`config.mk`:
```
export PLATFORM = sky130hd
export DESIGN_NAME = keyed_wdt
export DESIGN_NICKNAME = d
export VERILOG_FILES = /design/src/rtl/wdt_pkg.sv /design/src/rtl/wdt_key_gate.sv /design/src/rtl/wdt_prescaler.sv /design/src/rtl/keyed_wdt.sv
export SDC_FILE = /design/constraint.sdc
export NUM_CORES = 1
export LEC_CHECK = 0
export BUFFER_PORTS_ARGS = -buffer_cell sky130_fd_sc_hd__buf_4
export CAP_MARGIN = 25
export CORE_AREA = 4 4 59 66
export CTS_CLUSTER_SIZE = 20
export DETAILED_ROUTE_END_ITERATION = 16
export DIE_AREA = 0 0 63 70
export HOLD_SLACK_MARGIN = 0.03
export PLACE_DENSITY = 0.81
export SLEW_MARGIN = 20
export SYNTH_ARGS = -nofsm -noshare
export SYNTH_HDL_FRONTEND = slang
export SYNTH_SLANG_ARGS = --single-unit
```
`constraint.sdc`:
```
create_clock -name clk -period 3.1 [get_ports clk]
set_input_delay 0 -clock clk [delete_from_list [all_inputs] [get_ports clk]]
set_output_delay 0 -clock clk [all_outputs]
set_load 0.05 [all_outputs]
```
`src/rtl/wdt_pkg.sv`:
```
package wdt_pkg;
    localparam int REG_W    = 8;
    localparam int EN_BIT   = 7;
    localparam int MODE_BIT = 6;
    localparam int OVF_BIT  = 5;

    typedef struct packed {
        logic [REG_W-1:0] cnt;
        logic [REG_W-1:0] csr;
        logic             rst;
        logic             irq;
    } wdt_regs_t;
endpackage

```
`src/rtl/wdt_key_gate.sv`:
```
module wdt_key_gate #(
    parameter int          W   = 8,
    parameter logic [W-1:0] KEY = '0
) (
    input  logic           wr_en,
    input  logic           hit,
    input  logic [2*W-1:0] data,
    output logic           load,
    output logic [W-1:0]   value
);
    assign value = data[W-1:0];
    assign load  = wr_en && hit && (data[2*W-1:W] == KEY);
endmodule

```
`src/rtl/wdt_prescaler.sv`:
```
module wdt_prescaler #(
    parameter int SEL_W    = 3,
    parameter int BASE_LOG = 5
) (
    input  logic             clk,
    input  logic             rst_n,
    input  logic             run,
    input  logic             restart,
    input  logic [SEL_W-1:0] sel,
    output logic             tick
);
    localparam int NSEL  = 1 << SEL_W;
    localparam int PRE_W = BASE_LOG + NSEL - 1;

    logic [PRE_W-1:0] pre_d, pre_q;
    logic [NSEL-1:0]  wrap_vec;

    // each select value watches its own low slice of the divider
    for (genvar s = 0; s < NSEL; s++) begin : g_tap
        assign wrap_vec[s] = &pre_q[s+BASE_LOG-1:0];
    end

    always_comb begin
        if (!run || restart) pre_d = '0;
        else                 pre_d = pre_q + 1'b1;
        tick = run && wrap_vec[sel];
    end

    always_ff @(posedge clk or negedge rst_n) begin
        if (!rst_n) pre_q <= '0;
        else        pre_q <= pre_d;
    end
endmodule

```
`src/rtl/keyed_wdt.sv`:
```
module keyed_wdt #(
    parameter int   SEL_W    = 3,
    parameter int   BASE_LOG = 5,
    parameter logic [7:0] KEY_CNT = 8'h5A,
    parameter logic [7:0] KEY_CSR = 8'hA5
) (
    input  logic        clk,
    input  logic        rst_n,
    input  logic        wr_en,
    input  logic        addr,
    input  logic [15:0] wr_data,
    output logic [7:0]  rd_data,
    output logic        rst_pulse,
    output logic        irq_pulse
);
    import wdt_pkg::*;

    localparam logic [REG_W-1:0] CNT_MAX = '1;

    wdt_regs_t r_d, r_q;
    logic             cnt_ld, csr_ld, tick, wrap;
    logic [REG_W-1:0] cnt_val, csr_val;
    logic [REG_W-1:0] cnt_q, csr_q;

    assign cnt_q = r_q.cnt;
    assign csr_q = r_q.csr;

    wdt_key_gate #(.W(REG_W), .KEY(KEY_CNT)) u_gate_cnt (
        .wr_en (wr_en),
        .hit   (!addr),
        .data  (wr_data),
        .load  (cnt_ld),
        .value (cnt_val)
    );

    wdt_key_gate #(.W(REG_W), .KEY(KEY_CSR)) u_gate_csr (
        .wr_en (wr_en),
        .hit   (addr),
        .data  (wr_data),
        .load  (csr_ld),
        .value (csr_val)
    );

    wdt_prescaler #(.SEL_W(SEL_W), .BASE_LOG(BASE_LOG)) u_pre (
        .clk     (clk),
        .rst_n   (rst_n),
        .run     (r_q.csr[EN_BIT]),
        .restart (cnt_ld),
        .sel     (r_q.csr[SEL_W-1:0]),
        .tick    (tick)
    );

    always_comb begin
        r_d     = r_q;
        r_d.rst = 1'b0;
        r_d.irq = 1'b0;
        wrap    = tick && (r_q.cnt == CNT_MAX) && !cnt_ld;

        if (cnt_ld)    r_d.cnt = cnt_val;
        else if (tick) r_d.cnt = r_q.cnt + 1'b1;

        if (csr_ld) begin
            r_d.csr          = csr_val;
            r_d.csr[OVF_BIT] = csr_val[OVF_BIT] & r_q.csr[OVF_BIT];
        end

        // overflow wins over a same-cycle clearing write
        if (wrap) begin
            r_d.csr[OVF_BIT] = 1'b1;
            if (r_q.csr[MODE_BIT]) r_d.rst = 1'b1;
            else                   r_d.irq = 1'b1;
        end
    end

    always_ff @(posedge clk or negedge rst_n) begin
        if (!rst_n) r_q <= '0;
        else        r_q <= r_d;
    end

    assign rd_data   = addr ? r_q.csr : r_q.cnt;
    assign rst_pulse = r_q.rst;
    assign irq_pulse = r_q.irq;
endmodule

```
* After elaboration in Yosys (flattened, before gate mapping)
Cells that the tools add are included.
** Word-level totals
- Register bits :: 30
- Bits in latches :: 0
- Memory bits (writable) :: 0
- Memory bits (read-only) :: 0
- Bits of input ports :: 20
- Output and inout bits :: 10
- Memories :: 0
** Cells by class
- Add/sub/neg operators :: 2
- $mul :: 0
- Divide/modulo/power cells :: 0
- $lt $le $gt $ge :: 1
- Eq/ne operators :: 3
- Shifts and indexed selects :: 0
- Multiplexer cells :: 11
- Bitwise operators :: 1
- Reductions and logical operators :: 21
** Operators with widths (count)
- $mux 8 :: 3
- $eq 8x8->1 const B :: 2
- $add 12x1->12 const B :: 1
- $mux 12 :: 1
- $reduce_and 12->1 :: 1
- $reduce_and 11->1 :: 1
- $reduce_and 10->1 :: 1
- $reduce_and 9->1 :: 1
- $add 8x1->8 const B :: 1
- $eq 8x7->1 const B :: 1
- $reduce_and 8->1 :: 1
- $logic_and 1x1->1 :: 7
- $reduce_and 7->1 :: 1
- $mux 6 :: 1
- $reduce_and 6->1 :: 1
- $reduce_and 5->1 :: 1
- $lt 3x4->1 const B :: 1
- $mux 1 :: 4
- $reduce_bool 2->1 :: 2
- $bmux 1 s3 :: 1
- $logic_not 1->1 :: 3
- $mux 2 :: 1
- $and 1x1->1 :: 1
- $logic_or 1x1->1 :: 1

* Logic depth before layout (Yosys ltp)
- Word-level depth :: 7
- Mapped depth :: 11
- Depth with buffers taken out :: 10

* Cells and area by module
Synthesis repeated with hierarchy kept, for this count alone.
** Second synthesis, totals
- Cell total of the unflattened synthesis :: 177
- Area, all modules :: 1778.0 um^2
** Modules (own cells, without submodules)
- keyed_wdt :: instances 1, cells an instance 86, area an instance 910.9 um^2, seq. area each 450.4 um^2
- wdt_prescaler :: instances 1, cells an instance 67, area an instance 674.4 um^2, seq. area each 300.3 um^2
- wdt_key_gate :: instances 2, cells an instance 12, area an instance 96.3 um^2, seq. area each 0.0 um^2

* Least setup slack after synthesis
No wires, ideal clock.
- Path kind :: reg-to-reg
- From :: register u_pre.pre_q[0]
- To :: register r_q, in the netlist cnt_q[4]
- Arrival :: 2271 ps
- Data required time :: 3018 ps
- Path slack :: 747 ps
- Stages on the path, launching flop included :: 11
- Cells stage by stage :: dfrtp_1 > ha_1 > nand3_2 > inv_1 > ha_1 > o21bai_1 > or3_2 > o211a_1 > buf_2 > or4_1 > a31oi_1
** Between the ends
- Longest elaborated chain between the ends :: 5
- Elaborated cells between the ends (all ways) :: 12
** RTL lines
- from (decl) :: RTL line wdt_prescaler.sv:15 : logic [PRE_W-1:0] pre_d, pre_q;
- from (signal assigned) :: RTL line wdt_prescaler.sv:31 : else pre_q <= pre_d;
- $reduce_and 12->1, or another cell as far along :: RTL line wdt_prescaler.sv:20 : assign wrap_vec[s] = &pre_q[s+BASE_LOG-1:0];
- $bmux 1 s3 (*) :: RTL line wdt_prescaler.sv:26 : tick = run && wrap_vec[sel];
- $mux 1 (implied by the code) (*) :: RTL line wdt_prescaler.sv:26
- $logic_and 1x1->1 (*) :: RTL line wdt_prescaler.sv:26
- $reduce_bool 2->1 (no line) (*)
- to (signal assigned) :: RTL line keyed_wdt.sv:77 : else r_q <= r_d;
- to (decl) :: RTL line keyed_wdt.sv:20 : wdt_regs_t r_d, r_q;
Mark *: on every way between the ends. The rest lies on a longest branch, timed or not. The select of a mux whose other input is x is not followed.
A chain may end at the register's enable or synchronous reset.

* Worst setup path after layout
Ends and elaborated chain as after synthesis.

==> flow_metrics.py <==
metrics = {
    "clock_tree": {
        "cts_buffer_depth": 2,
        "ctsResizeCount": 0,
        "cts_setup_buffers": 0,
        "postCtsHoldBufs": 9,
        "clk_pin_slew_ps": 90,
        "clk_latency_ps": 340,
        "cts_root_buf": "clkbuf_4",
        "numCtsBuffers": 5,
        "cts_tree": "yes",
        "htree_levels": 2,
        "clock_sinks": 30,
    },
    "setup_path": {
        "cp.arrival_ps": 2790,
        "r2r-start": "u_pre.pre_q[0]$_DFF_PN0_",
        "path_common_cell": "ha_1",
        "crit_path_start_kind": "register",
        "crit_path_end_kind": "register",
        "rrSetupSlack_ps": 550,
        "crit_type": "register to register",
        "cp_num_buf_inv": 1,
        "worst_ep_required_time_ps": 3350,
        "cpMaxStageDelayCell": "or4_1",
        "rr_endpoint": "cnt_q[4]$_DFFE_PN0P_",
        "cp_max_fo": 11,
        "slowest_delay_ps": 540,
        "crit_chain": "ha_1, nand3_2, inv_1, ha_1, o21bai_1, or3_2, o211a_1, or4_1, a31oi_1",
        "crit_family": "simple AND/OR/NAND/NOR gates",
        "ff2ff_path_depth": 9,
    },
    "routing": {
        "wl_um": 4105,
        "drt_first_iter_violations": 107,
        "drt_first_pass_iters": 4,
        "routed_via_density": 6.146,
        "post-route-drc-count": 0,
        "vias": 1561,
        "postRouteAntennaNets": 0,
        "wl_per_cell_um": 16.16,
    },
    "yosys": {
        "ys_ff_latch": 30,
        "synth_top_cell_by_area": "dfrtp_1",
        "synth_cells": 176,
        "synth_top_flop_cell": "dfrtp_1",
        "yosysWarnings": 0,
        "synth_area_mm2": 0.001712,
        "syn-num-nets": 200,
        "netlist_top_cells_count": "dfrtp_1, nand2_1, o21ai_0",
        "synth.top_cell.area_share": 0.4386,
        "ys_types": 45,
        "synth_most_common_cell": "dfrtp_1",
        "async_flop_share": 1.000,
        "avgSynthCellArea_um2": 9.725,
        "ys_top_cells_by_area": "dfrtp_1, mux2_2, o21ai_0",
        "seq_area_frac_synth": 0.4386,
        "synth_enable_flop_cells": 0,
    },
    "power_and_ir_drop": {
        "power_frac_seq": 0.459,
        "pwr-share-comb": 0.346,
        "p_sw_frac": 0.3850,
        "intPower_uw": 770.7,
        "pwr-share-clk": 0.196,
        "p_leak_uw": 0.0009289,
        "vdd_drop_max_uv": 344.2,
        "power_density_mw_per_mm2": 593.3,
        "power_switching_uw": 482.4,
    },
    "final_layout": {
        "area_growth_pct": 23.39,
        "multi_input_area_um2": 913.4,
        "drive_gt1_frac": 0.2569,
        "ff_latch_area_um2": 750.7,
        "fill_cells": 259,
        "antenna_cells": 0,
        "nNetsFinal": 241,
    },
    "floorplanning": {
        "io_pins": 30,
        "die_w_um": 63,
        "design.core.area_mm2": 0.003276,
        "num_rows": 22,
        "start_util": 0.5225,
        "die_height_um": 70,
        "dieArea_mm2": 0.004410,
    },
    "grt": {
        "grt_max_degree": 31,
        "grt_util_met1": 0.2425,
        "grt_pass1_vias": 1573,
        "grt_use_met2": 0.3318,
        "antenna_found_initial": 0,
        "use_met3": 0.06109,
        "grt-ovfl-total": 0,
        "grt_pass1_wl_um": 7231,
        "busiest_layer": "met2",
        "grtUsageTotal": 0.2057,
    },
    "timing": {
        "fin_crit_ps": 2548,
        "hold_viol": 0,
        "fin_tns_setup_ps": 0,
        "worst_pin_slew_ps": 680.1,
        "slew_headroom": 0.5454,
        "fin_skew_ps": 18.60,
        "slew_violations": 0,
        "rsz0062_at_grt": "false",
        "fin_ws_ps": 552.4,
        "finalSetupViolCount": 0,
        "period_share": 0.8218,
        "max_freq_ghz": 0.3925,
    },
    "hold_path": {
        "min_path_type": "input pin to register",
        "worstHoldStart": "wr_data[14]",
        "whs_path_depth": 3,
        "min_to": "csr_q[2]$_DFFE_PN0P_",
    },
    "placed_design": {
        "pre_cts_ws_ps": 586.5,
        "gp_congestion": 0.8226,
        "portBuffers": 29,
        "hpwlAfterDp_um": 2961,
    },
    "flow_run": {
        "maxCapViolCount": 0,
    },
    "status": {
        "outcome": "completed",
    },
}
## tightest hold or removal path, cell delays in order
cell	delay (ps)
buf_4	100
nor4b_2	80
o21ai_0	140
## layout by cell type, fill, tap and decap left out, types with 2 or more instances in the layout
master,netlist,routed
a21oi_1,4,4
a31oi_1,3,3
and2_1,2,2
and3_1,5,5
buf_4,0,30
clkbuf_4,0,5
dfrtp_1,30,30
dlygate4sd3_1,0,9
ha_1,4,4
inv_1,6,6
mux2_2,12,12
nand2_1,17,17
nand3_1,8,8
nand4_1,4,4
nand4b_1,2,2
nor2_1,12,12
nor3_1,3,3
nor3b_1,2,2
nor4_1,3,3
nor4b_1,3,2
nor4bb_1,2,2
o211ai_1,4,4
o21a_1,2,2
o21ai_0,13,13
o31ai_1,3,3
or3_1,2,2
or4_1,3,3
xnor2_1,3,3
xor2_1,3,3
## how the worst max path moves through the flow
stage | startpoint | to | slack [ps] | cells after the start
6_report | u_pre.pre_q[0]$_DFF_PN0_ | cnt_q[4]$_DFFE_PN0P_ | 550 | 9
5_1_grt | u_pre.pre_q[0]$_DFF_PN0_ | cnt_q[3]$_DFFE_PN0P_ | 300 | 10
4_1_cts | u_pre.pre_q[0]$_DFF_PN0_ | cnt_q[4]$_DFFE_PN0P_ | 560 | 9
3_5_place_dp | u_pre.pre_q[0]$_DFF_PN0_ | cnt_q[3]$_DFFE_PN0P_ | 590 | 9
3_3_place_gp | u_pre.pre_q[0]$_DFF_PN0_ | cnt_q[3]$_DFFE_PN0P_ | 710 | 9
2_1_floorplan | u_pre.pre_q[0]$_DFF_PN0_ | cnt_q[4]$_DFFE_PN0P_ | 750 | 10
## through the flow
step | util | hold WS (ps) | power (µW) | instance area, µm² | std cells
final | 0.6448 | 23.01 | 1253 | 2112 | 254
after global routing | 0.6448 | 30.19 | 1338 | 2112 | 254
after CTS | 0.6432 | 54.91 | 1258 | 2107 | 253
after detailed placement | 0.5974 | -47.15 | 1002 | 1957 | 236
after global placement | 0.5974 | -56.03 | 979.3 | 1957 | 236
after floorplan | - | -295.6 | 863.9 | 1712 | 176
## power by group through the flow
| stage | combinational [µW] | sequential, µW | clock [µW] |
|---|---|---|---|
| after floorplan | 317 | 547 | 0 |
| after global placement | 407 | 572 | 0 |
| after detailed placement | 423 | 579 | 0 |
| after CTS | 435 | 573 | 250 |
| after global routing | 477 | 591 | 270 |
| final | 433 | 575 | 245 |
## flip-flops by register name, indices dropped and copies added, names as in the netlist
name,cells
u_pre.pre_q,12
cnt_q,8
csr_q,8
irq_pulse,1
rst_pulse,1
## area by class of cell
cell class,instances,area share
flip-flops and latches,30,0.3554
inverters,6,0.01066
clock buffers,7,0.02607
clock inverters,1,0.002370
repair buffers,40,0.1517
well taps,36,0.02133
multi-input cells,134,0.4325
## layer usage
| metal | wire length, µm | up-vias |
|---|---|---|
| li1 | - | 736 |
| met1 | 1663 | 744 |
| met2 | 2079 | 64 |
| met3 | 246 | 17 |
| met4 | 116 | 0 |
| met5 | 0 | - |
## cell families after synthesis
family / count (synthesis) / synth area share
mux: 12 / 0.07895
flops: 30 / 0.4386
fa+ha+maj: 4 / 0.02924
buf+inv: 12 / 0.03143
xor+xnor: 6 / 0.03071
simple gates: 77 / 0.2588
compound gates: 35 / 0.1323
Note: power is estimated with default switching activity, not from simulation.
